### src/rtl/pbus_loader.sv
module pbus_loader #(
  parameter int MAX_TGT  = 4,
  parameter int CNT_W    = 16,
  parameter int CLK_DIV  = 4,
  parameter int GAP_CLKS = 2,
  localparam int TC_W    = $clog2(MAX_TGT) + 1
) (
  input  logic                     clk,
  input  logic                     rst_n,
  input  logic                     start,
  input  logic [TC_W-1:0]          tgt_count,
  input  logic [MAX_TGT*CNT_W-1:0] byte_counts,
  input  logic [7:0]               src_data,
  input  logic                     src_valid,
  output logic                     src_ready,
  output logic                     cfg_clk,
  output logic [7:0]               cfg_data,
  output logic                     cfg_wr_n,
  output logic [MAX_TGT-1:0]       cfg_cs_n,
  output logic                     busy,
  output logic                     done,
  output logic                     error
);

  localparam int IDX_W   = (MAX_TGT > 1) ? $clog2(MAX_TGT) : 1;
  localparam int DIV_W   = (CLK_DIV > 1) ? $clog2(CLK_DIV) : 1;
  localparam int GAP_CYC = GAP_CLKS * 2 * CLK_DIV;
  localparam int GAP_W   = $clog2(GAP_CYC + 1);

  typedef enum logic [1:0] {S_IDLE, S_SEL, S_LOAD, S_GAP} st_t;

  st_t              st;
  logic [IDX_W-1:0] idx, last_idx;
  logic [CNT_W-1:0] cnt_q [MAX_TGT];
  logic [CNT_W-1:0] remain;
  logic [DIV_W-1:0] div_cnt;
  logic [GAP_W-1:0] gap_cnt;
  logic             clk_q, loaded, done_q, err_q;
  logic [7:0]       data_q;

  logic tick, bad_count, is_last, take, drained;

  assign tick      = (div_cnt == DIV_W'(CLK_DIV - 1));
  assign bad_count = (tgt_count == '0) || (tgt_count > TC_W'(MAX_TGT));
  assign is_last   = (idx == last_idx);
  assign take      = (st == S_LOAD) && !clk_q && !loaded && (remain != '0) && src_valid;
  assign drained   = (st == S_LOAD) && !clk_q && !loaded && (remain == '0);

  always_ff @(posedge clk or negedge rst_n) begin
    if (!rst_n) begin
      st       <= S_IDLE;
      idx      <= '0;
      last_idx <= '0;
      remain   <= '0;
      div_cnt  <= '0;
      gap_cnt  <= '0;
      clk_q    <= 1'b0;
      loaded   <= 1'b0;
      data_q   <= '0;
      done_q   <= 1'b0;
      err_q    <= 1'b0;
      for (int i = 0; i < MAX_TGT; i++) cnt_q[i] <= '0;
    end else begin
      done_q <= 1'b0;
      err_q  <= 1'b0;
      case (st)
        S_IDLE: begin
          div_cnt <= '0;
          if (start) begin
            if (bad_count) begin
              err_q <= 1'b1;
            end else begin
              last_idx <= IDX_W'(tgt_count - 1'b1);
              idx      <= '0;
              for (int i = 0; i < MAX_TGT; i++) cnt_q[i] <= byte_counts[i*CNT_W +: CNT_W];
              st       <= S_SEL;
            end
          end
        end
        S_SEL: begin
          if (cnt_q[idx] == '0) begin
            if (is_last) begin
              st     <= S_IDLE;
              done_q <= 1'b1;
            end else begin
              idx <= idx + 1'b1;
            end
          end else begin
            remain  <= cnt_q[idx];
            div_cnt <= '0;
            st      <= S_LOAD;
          end
        end
        S_LOAD: begin
          div_cnt <= tick ? '0 : div_cnt + 1'b1;
          if (take) begin
            data_q <= src_data;
            loaded <= 1'b1;
            remain <= remain - 1'b1;
          end
          if (tick && clk_q) begin
            clk_q <= 1'b0;
          end else if (tick && loaded) begin
            clk_q  <= 1'b1;
            loaded <= 1'b0;
          end
          if (drained) begin
            div_cnt <= '0;
            if (is_last) begin
              st     <= S_IDLE;
              done_q <= 1'b1;
            end else begin
              gap_cnt <= '0;
              st      <= S_GAP;
            end
          end
        end
        S_GAP: begin
          if (gap_cnt == GAP_W'(GAP_CYC - 1)) begin
            idx <= idx + 1'b1;
            st  <= S_SEL;
          end else begin
            gap_cnt <= gap_cnt + 1'b1;
          end
        end
        default: st <= S_IDLE;
      endcase
    end
  end

  assign src_ready = take;
  assign cfg_clk   = clk_q;
  assign cfg_data  = data_q;
  assign cfg_wr_n  = (st != S_LOAD);
  assign busy      = (st != S_IDLE);
  assign done      = done_q;
  assign error     = err_q;

  for (genvar g = 0; g < MAX_TGT; g++) begin : g_cs
    assign cfg_cs_n[g] = !((st == S_LOAD) && (idx == IDX_W'(g)));
  end

  p_idle_parked_r1: assert property (@(posedge clk) disable iff (!rst_n)
    !busy |-> (&cfg_cs_n && cfg_wr_n && !cfg_clk));

  p_single_cs_r3: assert property (@(posedge clk) disable iff (!rst_n)
    $onehot0(~cfg_cs_n));

  p_data_hold_r4: assert property (@(posedge clk) disable iff (!rst_n)
    (cfg_clk && $past(cfg_clk)) |-> $stable(cfg_data));

  p_cs_hold_r4: assert property (@(posedge clk) disable iff (!rst_n)
    cfg_clk |-> $stable(cfg_cs_n));

  p_ready_needs_valid_r5: assert property (@(posedge clk) disable iff (!rst_n)
    src_ready |-> src_valid);

  p_error_quiet_r7: assert property (@(posedge clk) disable iff (!rst_n)
    error |-> (!busy && &cfg_cs_n));

  p_done_pulse_r8: assert property (@(posedge clk) disable iff (!rst_n)
    done |=> !done);

  p_done_released_r8: assert property (@(posedge clk) disable iff (!rst_n)
    done |-> (!busy && &cfg_cs_n));

endmodule

### config.mk
export PLATFORM = sky130hd
export DESIGN_NAME = pbus_loader
export DESIGN_NICKNAME = d
export VERILOG_FILES = /design/src/rtl/pbus_loader.sv
export SDC_FILE = /design/constraint.sdc
export NUM_CORES = 1
export LEC_CHECK = 0
export ABC_AREA = 1
export ABC_CLOCK_PERIOD_IN_PS = 2300
export CAP_MARGIN = 10
export CORE_ASPECT_RATIO = 0.9
export CORE_MARGIN = 4
export CORE_UTILIZATION = 40
export CTS_BUF_LIST = sky130_fd_sc_hd__clkbuf_8
export DETAILED_ROUTE_END_ITERATION = 8
export DONT_BUFFER_PORTS = 1
export GPL_ROUTABILITY_DRIVEN = 0
export PLACE_DENSITY = 0.61
export SLEW_MARGIN = 40
export SYNTH_ARGS = -nofsm -noshare
export SYNTH_HDL_FRONTEND = slang
export SYNTH_SLANG_ARGS = --single-unit
### constraint.sdc
create_clock -name clk -period 2.3 [get_ports clk]
set_input_delay 0.345 -clock clk [delete_from_list [all_inputs] [get_ports clk]]
set_output_delay 0.345 -clock clk [all_outputs]
set_load 0.005 [all_outputs]
==> Yosys cells after proc, flatten, opt, wreduce, memory -nomap -nowiden <==
Cells that the tools add are included.
{ "op_classes": {"add_sub_neg": 5, "multipliers": 0, "div_mod_pow": 0, "order_cmp": 2, "eq_ne": 21, "n_shift": 0, "n_mux": 40, "n_bitwise": 2, "n_reduce_logical": 38} }
{ "ops": {"columns": ["operator", "n"], "rows": [
  ["$mux W16", 4],
  ["$bmux W16 S2", 1],
  ["$logic_not A16 Y1", 2],
  ["$pmux W16 S2", 1],
  ["$mux W2", 15],
  ["$ne A2 B2 Y1 const B", 11],
  ["$reduce_bool A16 Y1", 1],
  ["$sub A16 B1 Y16 const B", 1],
  ["$mux W5", 3],
  ["$pmux W2 S3", 2],
  ["$logic_and A1 B1 Y1", 11],
  ["$mux W1", 11],
  ["$eq A2 B2 Y1 const B", 5],
  ["$pmux W5 S2", 1],
  ["$pmux W2 S4", 1],
  ["$reduce_bool A2 Y1", 4],
  ["$logic_not A1 Y1", 6],
  ["$reduce_and A2 Y1", 3],
  ["$reduce_and A3 Y1", 2],
  ["$reduce_and A6 Y1", 1],
  ["$reduce_bool A3 Y1", 2],
  ["$add A5 B1 Y5 const B", 1],
  ["$eq A5 B4 Y1 const B", 1],
  ["$reduce_and A5 Y1", 1],
  ["other kinds (14)", 17]
]} }
{ "totals": {"register_bits": 105, "latchBits": 0, "ram_bits": 0, "rom_bits": 0, "inputBits": 79, "memories": 0} }

==> Logic depth before layout (Yosys ltp) <==
{ "depth": {"depth_word": 8, "mapped_depth": 15, "depth_no_buf": 12} }

==> Worst setup path after synthesis <==
No wires, ideal clock.
{ "synth_timing": {"path_kind": "register to register", "from": "reg st[0]", "to": "reg remain[6]", "arrival_ns": 1.723, "required_ns": 2.174, "slack_ns": 0.451, "path_stages_with_launch": 12, "period_less_slack_ns": 1.849, "cell_sequence": "dfrtp_1 -> inv_1 -> ha_1 -> buf_2 -> inv_1 -> nor3_1 -> nand3_1 -> o21ai_1 -> nand2_8 -> buf_12 -> nand2_2 -> o21ai_2"} }
{ "synth_between": {"elab_chain_cells": 7, "elab_cells_between_ends": 11, "cone_classes": "eq/ne (4); mux (1); reduce/logical (6)"} }
{ "synth_rtl": {"columns": ["element", "line_no", "text"], "rows": [
  ["from (decl)", "32", "st_t st;"],
  ["from (signal assigned)", "51", "st <= S_IDLE;"],
  ["from (signal assigned)", "76", "st <= S_SEL;"],
  ["from (signal assigned)", "83", "st <= S_IDLE;"],
  ["$eq A2 B2 Y1", "46, 66", null],
  ["$logic_and A1 B1 Y1 (4 in series)", "46", "assign take = (st == S_LOAD) && !clk_q && !loaded && (remain != '0) && src_valid;"],
  ["$ne A2 B2 Y1 (no line)", null, null],
  ["$reduce_and A3 Y1 (no line)", null, null],
  ["to (signal assigned)", "89", "remain <= cnt_q[idx];"],
  ["to (signal assigned)", "99", "remain <= remain - 1'b1;"],
  ["to (decl)", "35", "logic [CNT_W-1:0] remain;"]
]} }
Parallel ways exist; a longest one is shown, timed or not.
A chain may end at the register's enable or synchronous reset.

==> Worst setup path in the final report <==
{ "layout_timing": {"from": "reg remain[0]", "to": "out src_ready"} }
{ "layout_between": {"elab_chain_cells": 3} }
{ "layout_rtl": {"columns": ["element", "line_no", "text"], "rows": [
  ["$reduce_bool A16 Y1", "46", null],
  ["$logic_and A1 B1 Y1 (2 in series)", "46", null],
  ["to (decl)", "15", "output logic src_ready,"]
]} }
Every way passes these cells.

==> results.yml <==
outcome:
  status: "complete, but fails checks"
  failed_checks: "negative hold slack"
die:
  dieArea_sq_um: 15920
  ios: 97
  core_region_area_sq_um: 13510
  die_h_um: 120.1
  start_util_pct: 41.34
  die_w_um: 132.6
  rows: 40
timing:
  max_slew_margin_pct: 67.95
  final.period_utilization_pct: 94.55
  report.final.slew_viol_count: 0
  setup_viol: 0
  tns_ns: 0
  hold_viol_final: 105
  fin_skew_ns: 0.01801
  timing.hold.ws_ns: -0.3641
  final.min_clock_period_ns: 2.175
  rsz0062_at_grt: "no"
  fmax_mhz: 459.8
  tightest_slew_ns: 0.4806
clocking:
  htreeDepth: 3
  cts_buffers: 9
  clock_latency_ns: 0.39
  clock_path_buffers: 2
  numClockSinks: 105
  cts_root_buf: "clkbuf_8"
  post_cts_buffers: 0
  cts_tree: "yes"
  cts.clk_slew.worst_paths_ns: 0.12
finish:
  final_cells: 776
  area_delta_synth_final_pct: 6.517
  drive_gt1_share_pct: 22.53
  design_area_sq_um: 5951
  final_nets: 697
  num_antenna_cells: 0
worst_setup_path:
  worstPathRequired_ns: 1.96
  cpMaxStageDelayCell: "dfrtp_1"
  path_common_cell: "inv_1"
  cp.depth: 7
  ff2ff_setup_slack_ns: 0.25
  r2r_cells: 12
  path_buf_inv: 3
  cpPeakStageDelay_ns: 0.41
  cp_cell_sequence: "inv_1 -> ha_1 -> inv_1 -> nor3_1 -> nand3_1 -> nand3_2 -> clkinvlp_4"
  crit_family: "simple AND/OR/NAND/NOR gates"
  crit_type: "flop to primary output"
  end_kind: "primary output"
  crit_path_max_fanout: 5
  worstPathArrival_ns: 1.83
  critPathLaunchType: "flop"
synth:
  synth_ff_type: "dfrtp_1"
  synth-simple-area-share_pct: 22.58
  synthArstFlopShare_pct: 100.0
  synth-xor-area-share_pct: 1.568
  ys_seq_elements: 105
  yosys_warnings: 0
  netlist_top_cells_count: "nand2_1, dfrtp_1, mux2_2"
  postSynthAreaPerCell_sq_um: 9.204
  syn-cell-area_sq_um: 5587
  synth_top_family_by_area: "simple AND/OR/NAND/NOR gates"
  synth_seq_area_share_pct: 47.03
  synthAdderAreaFrac_pct: 3.359
  synth.net_count: 701
  yosysMostFrequentCell: "nand2_1"
  synthMuxAreaShare_pct: 12.90
  synth_edf_count: 0
  synth_cells: 607
  yosys-top-cells-area: "dfrtp_1, mux2_2, nand2_1, nand3_1, ha_1"
  synth-compound-area-share_pct: 6.607
  synth_top_area_share_pct: 47.03
  yosysTopAreaCell: "dfrtp_1"
  synth.distinct_cells: 37
placement:
  io_buffers: 0
  dpl_cell_area_sq_um: 5695
  place_hpwl_um: 8702
  place_inst: 758
drt:
  antenna_left: 0
  wl_per_cell_um: 15.84
  via_per_inst: 5.115
  drc: 0
  routed_wl_um: 12290
  dr.first_iter.drc_count: 176
  vias: 3969
  drt_pass1_iterations: 4
power:
  powerDensity_nw_per_um2: 1386
  max-vdd-ir-drop_uv: 747.9
  leakagePower_nw: 2.785
global_route:
  antenna_found_initial: 3
  grt_max_degree: 106
  grt_pass1_vias: 4058
  grt_pass1_wl_um: 20470
  grt_overflow_total: 0
  grt_usage_pct: 16.04
flow_run:
  drv_cap: 0
min_path:
  hp-class: "input pin to async pin"
worst paths after layout:
| path | from | endpoint |
|---|---|---|
| min in group clk | src_data[4] | cfg_data[4] |
| max reg2reg | idx[0] | remain[2] |
| min reg2reg | gap_cnt[4] | gap_cnt[4] |
| min | rst_n | cnt_q[46] |
| max | remain[0] | src_ready |
| max in group asynchronous | rst_n | last_idx[1] |
state kept, by name (all words and copies together), names as in the netlist, 2 cells and up:
register	flops
remain	16
cnt_q	64
cfg_data	8
st	2
last_idx	2
idx	2
div_cnt	2
gap_cnt	5
area by class of cell:
cell class / count / area [sq um]
clock buffers: 9 / 123.9
clock inverters: 7 / 83.83
fillers: 1317 / 7562
inverters: 35 / 137.6
multi-input cells: 442 / 2670
flip-flops and latches: 105 / 2628
well taps: 168 / 210.2
repair buffers: 9 / 92.59
repair inverters: 1 / 5.005
stage by stage:
stage / power, mW / worst slack [ns] / hold WS, ns / utilization [%]
after floorplan: 6.321 / 0.4511 / 0.04941 / -
after global placement: 6.906 / 0.2010 / 0.05292 / 42.15
after detailed placement: 7.030 / 0.1668 / 0.05266 / 42.15
after CTS: 8.263 / 0.04388 / -0.3923 / 43.69
after global routing: 9.055 / 0.006526 / -0.3984 / 44.04
final: 8.248 / 0.1252 / -0.3641 / 44.04
layout by cell type, fill, tap and decap left out, types with 2 or more instances in the layout:
master | Yosys | routed
dfrtp_1 | 105 | 105
xor2_1 | 7 | 7
nand4_1 | 2 | 2
nor2_1 | 38 | 36
nor3_1 | 6 | 5
buf_12 | 3 | 2
mux2_2 | 64 | 64
o21ai_2 | 15 | 16
inv_1 | 32 | 32
o31ai_1 | 4 | 4
a21oi_1 | 12 | 12
buf_4 | 1 | 7
nand2_2 | 16 | 16
clkinvlp_4 | 0 | 2
xnor2_1 | 3 | 3
clkbuf_8 | 0 | 9
nor2_2 | 1 | 3
nand3_1 | 47 | 45
nand2_1 | 180 | 180
a31oi_1 | 2 | 2
nand2_8 | 1 | 2
ha_1 | 15 | 15
inv_6 | 0 | 3
nand3_2 | 1 | 3
o21ai_0 | 18 | 18
repair_timing:
item	in CTS	in global routing
gates resized for setup	0	7
endpoints found under the setup margin	0	17
hold endpoints to repair	105	105
routing by layer:
layer  part of all wire, %  vias to the layer above  track usage [%]
li1                      -                     1976                -
met1                    44                     1879            20.38
met2                    47                       89            24.55
met3                   7.6                       19            6.748
met4                   1.3                        6            5.779
met5                  0.28                        -                0
cell families (layout without fill, tap and decap cells):
group | after synthesis | count (layout)
buffers and inverters | 61 | 61
AND/OR/NAND/NOR | 295 | 296
multiplexers | 64 | 64
flip-flops | 105 | 105
adder cells (fa/ha/maj) | 15 | 15
XOR/XNOR | 10 | 10
AO/OA/AOI/OAI | 57 | 57
where the power goes:
part           switching (mW)  internal (mW)
clock                   0.694          0.525
sequential              0.539           2.65
combinational            2.24           1.61
total                    3.47           4.78
(Power assumes the default switching activity.)
